===== src/rtl/xaddr_pkg.sv =====
package xaddr_pkg;
  typedef enum logic [1:0] {
    SRC_KEEP  = 2'd0,
    SRC_ADJ   = 2'd1,
    SRC_HOLD  = 2'd2,
    SRC_STACK = 2'd3
  } xsrc_e;
endpackage


===== src/rtl/xaddr_adjust.sv =====
module xaddr_adjust #(
  parameter int XW = 3
) (
  input  logic [XW-1:0] cur,
  input  logic          inc,
  input  logic          dec,
  output logic [XW-1:0] nxt
);
  localparam logic [XW-1:0] ONE = XW'(1);

  always_comb begin
    unique case ({inc, dec})
      2'b10:   nxt = cur + ONE;
      2'b01:   nxt = cur - ONE;
      default: nxt = cur;
    endcase
  end
endmodule


===== src/rtl/xaddr_select.sv =====
module xaddr_select
  import xaddr_pkg::*;
(
  input  logic  cyc_start,
  input  logic  ret_end,
  input  logic  load_hold,
  input  logic  stk_empty,
  output xsrc_e src
);
  always_comb begin
    if (!cyc_start)    src = SRC_KEEP;
    else if (ret_end)  src = stk_empty ? SRC_KEEP : SRC_STACK;
    else if (load_hold) src = SRC_HOLD;
    else               src = SRC_ADJ;
  end
endmodule


===== src/rtl/xaddr_stack.sv =====
module xaddr_stack #(
  parameter int W     = 3,
  parameter int DEPTH = 64
) (
  input  logic         clk,
  input  logic         rst,
  input  logic         push,
  input  logic         pop,
  input  logic [W-1:0] wdata,
  output logic [W-1:0] top,
  output logic         full,
  output logic         empty
);
  localparam int AW = (DEPTH > 1) ? $clog2(DEPTH) : 1;
  localparam int CW = $clog2(DEPTH + 1);
  localparam logic [CW-1:0] CMAX = CW'(DEPTH);

  logic [W-1:0]  mem [DEPTH];
  logic [CW-1:0] cnt;
  logic [AW-1:0] wr_idx;
  logic [AW-1:0] rd_idx;
  logic          push_ok;
  logic          pop_ok;

  assign full    = (cnt == CMAX);
  assign empty   = (cnt == '0);
  assign push_ok = push && !full;
  assign pop_ok  = pop && !empty;
  assign wr_idx  = AW'(cnt);
  assign rd_idx  = AW'(cnt - CW'(1));
  assign top     = mem[rd_idx];

  always_ff @(posedge clk) begin
    if (push_ok) mem[wr_idx] <= wdata;
  end

  always_ff @(posedge clk) begin
    if (rst)          cnt <= '0;
    else if (push_ok) cnt <= cnt + CW'(1);
    else if (pop_ok)  cnt <= cnt - CW'(1);
  end

  // flags never both set
  a_r7_flags_excl: assert property (@(posedge clk) disable iff (rst) !(full && empty));
  // the top never presents push and pop together
  a_r10_no_dual: assert property (@(posedge clk) disable iff (rst) !(push && pop));
  // an accepted push leaves the stack non-empty
  a_r6_push_fills: assert property (@(posedge clk) disable iff (rst)
    push && !full |=> !empty);
endmodule


===== src/rtl/xaddr_unit.sv =====
module xaddr_unit
  import xaddr_pkg::*;
#(
  parameter int XW    = 3,
  parameter int DEPTH = 64
) (
  input  logic          clk,
  input  logic          rst,
  input  logic          cyc_start,
  input  logic          inc_req,
  input  logic          dec_req,
  input  logic          fjmp_end,
  input  logic          fcall_end,
  input  logic [XW-1:0] hold_val,
  input  logic          call_push,
  input  logic          int_push,
  input  logic          ret_end,
  output logic [XW-1:0] addr_hi,
  output logic          stk_full,
  output logic          stk_empty,
  output logic          stk_ovf,
  output logic          stk_unf
);
  logic [XW-1:0] xar_q;
  logic [XW-1:0] adj_val;
  logic [XW-1:0] top_val;
  logic          pop_evt;
  logic          push_evt;
  xsrc_e         src;

  assign pop_evt  = cyc_start && ret_end;
  assign push_evt = (call_push || int_push) && !pop_evt;

  xaddr_adjust #(.XW(XW)) u_adj (
    .cur (xar_q),
    .inc (inc_req),
    .dec (dec_req),
    .nxt (adj_val)
  );

  xaddr_select u_sel (
    .cyc_start (cyc_start),
    .ret_end   (ret_end),
    .load_hold (fjmp_end || fcall_end),
    .stk_empty (stk_empty),
    .src       (src)
  );

  xaddr_stack #(.W(XW), .DEPTH(DEPTH)) u_stk (
    .clk   (clk),
    .rst   (rst),
    .push  (push_evt),
    .pop   (pop_evt),
    .wdata (xar_q),
    .top   (top_val),
    .full  (stk_full),
    .empty (stk_empty)
  );

  always_ff @(posedge clk) begin
    if (rst) begin
      xar_q <= '0;
    end else begin
      unique case (src)
        SRC_ADJ:   xar_q <= adj_val;
        SRC_HOLD:  xar_q <= hold_val;
        SRC_STACK: xar_q <= top_val;
        default:   xar_q <= xar_q;
      endcase
    end
  end

  always_ff @(posedge clk) begin
    if (rst) begin
      stk_ovf <= 1'b0;
      stk_unf <= 1'b0;
    end else begin
      stk_ovf <= push_evt && stk_full;
      stk_unf <= pop_evt && stk_empty;
    end
  end

  assign addr_hi = xar_q;

  // no reload outside a bus-cycle start
  a_r2_hold_between: assert property (@(posedge clk) disable iff (rst)
    !cyc_start |=> $stable(addr_hi));
  // idle cycle start keeps value
  a_r3_idle_keep: assert property (@(posedge clk) disable iff (rst)
    cyc_start && !ret_end && !fjmp_end && !fcall_end && (inc_req == dec_req) |=> $stable(addr_hi));
  // hold load wins over adjust
  a_r4_hold_load: assert property (@(posedge clk) disable iff (rst)
    cyc_start && !ret_end && (fjmp_end || fcall_end) |=> addr_hi == $past(hold_val));
  // push on full flagged, fill level kept
  a_r8_ovf_flag: assert property (@(posedge clk) disable iff (rst)
    (call_push || int_push) && !(cyc_start && ret_end) && stk_full |=> stk_ovf && stk_full);
  // return on empty flagged, register kept
  a_r9_unf_flag: assert property (@(posedge clk) disable iff (rst)
    cyc_start && ret_end && stk_empty |=> stk_unf && $stable(addr_hi));
endmodule


===== config.mk =====
export PLATFORM = sky130hd
export DESIGN_NAME = xaddr_unit
export DESIGN_NICKNAME = d
export VERILOG_FILES = /design/src/rtl/xaddr_pkg.sv /design/src/rtl/xaddr_adjust.sv /design/src/rtl/xaddr_select.sv /design/src/rtl/xaddr_stack.sv /design/src/rtl/xaddr_unit.sv
export SDC_FILE = /design/constraint.sdc
export NUM_CORES = 1
export LEC_CHECK = 0
export ABC_AREA = 1
export BUFFER_PORTS_ARGS = -buffer_cell sky130_fd_sc_hd__buf_4
export CORE_ASPECT_RATIO = 0.9
export CORE_UTILIZATION = 45
export CTS_BUF_LIST = sky130_fd_sc_hd__clkbuf_8
export CTS_CLUSTER_DIAMETER = 50
export DETAILED_ROUTE_END_ITERATION = 10
export MAX_ROUTING_LAYER = met4
export SLEW_MARGIN = 10
export SYNTH_ARGS = -nofsm -noshare
export SYNTH_HDL_FRONTEND = slang
export SYNTH_SLANG_ARGS = --single-unit

===== constraint.sdc =====
create_clock -name clk -period 6.67 [get_ports clk]
set_input_delay 0.667 -clock clk [delete_from_list [all_inputs] [get_ports clk]]
set_output_delay 0.667 -clock clk [all_outputs]
set_load 0.005 [all_outputs]

==> flow_summary.json <==
{
  "status": "finished, final reports clean",
  "synth_top_cell_by_area": "edfxtp_1",
  "diodes": 0,
  "synth_cell_type_count": 31,
  "placed_area_um2": 9150,
  "synth_warnings": 0,
  "hp-start": "rst",
  "drtAntennaViolNets": 0,
  "path_cells": "inv_2 -> ha_1 -> nand2_1 -> nor2_4 -> nand2_2 -> nand2_2 -> inv_2 -> nand4_2 -> nor2_1",
  "synth_common_cells": "227 x nand2_1, 201 x nand3_1, 192 x edfxtp_1",
  "crit_fanout": 103,
  "place.detailed.hpwl_mm": 12.8,
  "drt_iter0_drc": 744,
  "worstPathRequired_ps": 6840,
  "arrival_ps": 3570,
  "drive_gt1_share_pct": 10.5,
  "max_freq_mhz": 294,
  "min_path_type": "in2reg",
  "whs_endpoint": "u_stk.cnt[2]",
  "grt_pass1_vias": 5964,
  "synth_cells": 827,
  "r2r-start": "u_stk.cnt[0]",
  "peakVddDrop_mv": 0.202,
  "fin_crit_sh_pct": 51.0,
  "r2r_setup_slack_ps": 3270,
  "insertion_delay_ps": 510,
  "setup_tns_ps": 0,
  "wl_mm": 21.6,
  "max_slew_margin_pct": 25.9,
  "async_flop_share_pct": 0,
  "wl_per_cell_um": 19.4,
  "finalSetupViolations": 0,
  "place.gp.congestion": 0.872,
  "die_h_um": 135,
  "reg2regPathDepth": 9,
  "syn-cell-area_um2": 8850,
  "yosys_register_bits": 204,
  "grt_max_degree": 104,
  "p_per_area_nw_per_um2": 317,
  "fin_skew_ps": 19.0,
  "post_cts_resized": 0,
  "clkSinkCount": 204,
  "synth_enable_flop_cells": 192,
  "ys_top_cells_by_area": "edfxtp_1 65%, nand3_1 11%, nand2_1 9.6%, nor2_1 3.0%, dfxtp_1 2.7%",
  "io_buffers": 19,
  "drc": 0,
  "grt_pass1_wl_mm": 33.6,
  "slew_violations": 0,
  "rsz0062_at_grt": "no",
  "critPathLaunch": "u_stk.cnt[0]",
  "die_w_um": 150,
  "fin_crit_ps": 3400,
  "p_leak_nw": 3.54,
  "critPathMaxStageDelay_ps": 1060,
  "rr_endpoint": "u_stk.mem[37][2]",
  "clk_path_buf_depth": 3,
  "synth_top_cell_area_share_pct": 65.1,
  "ys.flop_type": "edfxtp_1",
  "cts_buffers": 34,
  "synth-seq-area-share_pct": 67.9,
  "root_buffer": "clkbuf_8",
  "start_kind": "flip-flop",
  "finalInstanceArea_um2": 9710,
  "hold_buffers": 0,
  "die_area_um2": 20200,
  "holdPathStages": 2,
  "track_usage_pct": 22.9,
  "cp-end-kind": "flip-flop",
  "viasPerCell": 5.61,
  "avgSynthCellArea_um2": 10.7,
  "worst_slew_pin_slew_ps": 1110,
  "vias": 6247,
  "std_cell_rows": 48,
  "post-cts-setup-buffer-count": 0,
  "finalNetCount": 861,
  "path_clk_slew_ps": 60,
  "area_growth_pct": 9.76,
  "synth_fp_nets": 843,
  "final_hold_viol_count": 0,
  "floorplan.initialDensity_pct": 46.0,
  "pin_count": 20,
  "cap_violations": 0,
  "cts_tree": "done",
  "critPathKind": "reg2reg",
  "yosysMostFrequentCell": "nand2_1",
  "slowest_stage": "dfxtp_4",
  "htreeDepth": 2,
  "antenna_found_initial": 0,
  "core_um2": 19200,
  "grt.overflow.total": 0,
  "drt_pass1_iterations": 5
}
==> worst max path at each step <==
stage / depth (start not counted) / end / slack, ps
after floorplan: 9 / addr_hi[2] / 4210
after global placement: 9 / u_stk.mem[29][0] / 3410
after detailed placement: 9 / u_stk.mem[37][1] / 3260
after CTS: 9 / u_stk.mem[37][2] / 3270
after global routing: 9 / u_stk.mem[37][2] / 3110
final: 9 / u_stk.mem[37][2] / 3270
==> through the flow <==
stage	hold slack (ps)	worst slack, ps	util (%)	total power, mW	cells
3_5_place_dp	485	3260	47.6	2.15	1059
4_1_cts	363	3270	50.5	3.09	1114
2_1_floorplan	454	4210	-	1.95	827
6_report	390	3270	50.5	3.08	1114
3_3_place_gp	471	3410	47.6	2.14	1059
5_1_grt	374	3110	50.5	3.22	1114
==> power by group <==
| part | switching (mW) | internal (mW) | total, mW | leakage [nW] |
|---|---|---|---|---|
| registers | 0.0412 | 1.47 | 1.51 | 1.86 |
| logic | 0.450 | 0.169 | 0.619 | 1.35 |
| clock network | 0.466 | 0.482 | 0.948 | 0.329 |
==> cell usage in the layout (no fill, tap or decap), drive strengths merged <==
cell type  instances
nand3            201
a211oi             1
nor3               5
clkinv             5
nand2            233
dfxtp             12
clkinvlp           2
fa                 1
a31oi              2
a221oi             1
nor2              75
nand4              6
xnor2              1
clkbuf            35
a21oi              9
ha                 2
buf               25
inv               41
o21ai             10
edfxtp           192
xor2               5
==> per-layer routing <==
metal / vias to the layer above / global-route usage, % / share of wire, %
met5: - / - / 0
met4: 0 / 6.62 / 2.2
met3: 46 / 4.32 / 7.6
met2: 267 / 34.1 / 46
met1: 3010 / 32.1 / 45
li1: 2924 / - / -
==> worst max-delay path: cells and delay by family, from the launching register on <==
kind | cells | cell delay (ps)
simple gates | 6 | 1410
flops | 1 | 1060
buf+inv | 2 | 300
fa+ha+maj | 1 | 280
==> cell families after synthesis <==
kind of cell	count (synthesis)	share of synthesized area, %
XOR/XNOR	6	0.679
AO/OA/AOI/OAI	23	1.40
adder cells (fa/ha/maj)	3	0.509
AND/OR/NAND/NOR	520	26.0
buffers and inverters	71	3.55
flip-flops	204	67.9
==> sequential cells by signal (all words and copies together) (netlist names) <==
| name | cells |
|---|---|
| addr_hi | 3 |
| u_stk.cnt | 7 |
| stk_unf | 1 |
| stk_ovf | 1 |
| u_stk.mem | 192 |
==> area by class of cell <==
type	instances	area [um^2]
repair buffers	25	188
clock buffers	35	482
inverters	28	105
multi-input cells	552	2530
fillers	1745	9510
clock inverters	20	82.6
flip-flops and latches	204	6010
well taps	250	313
Note: power is estimated with default switching activity, not from simulation.
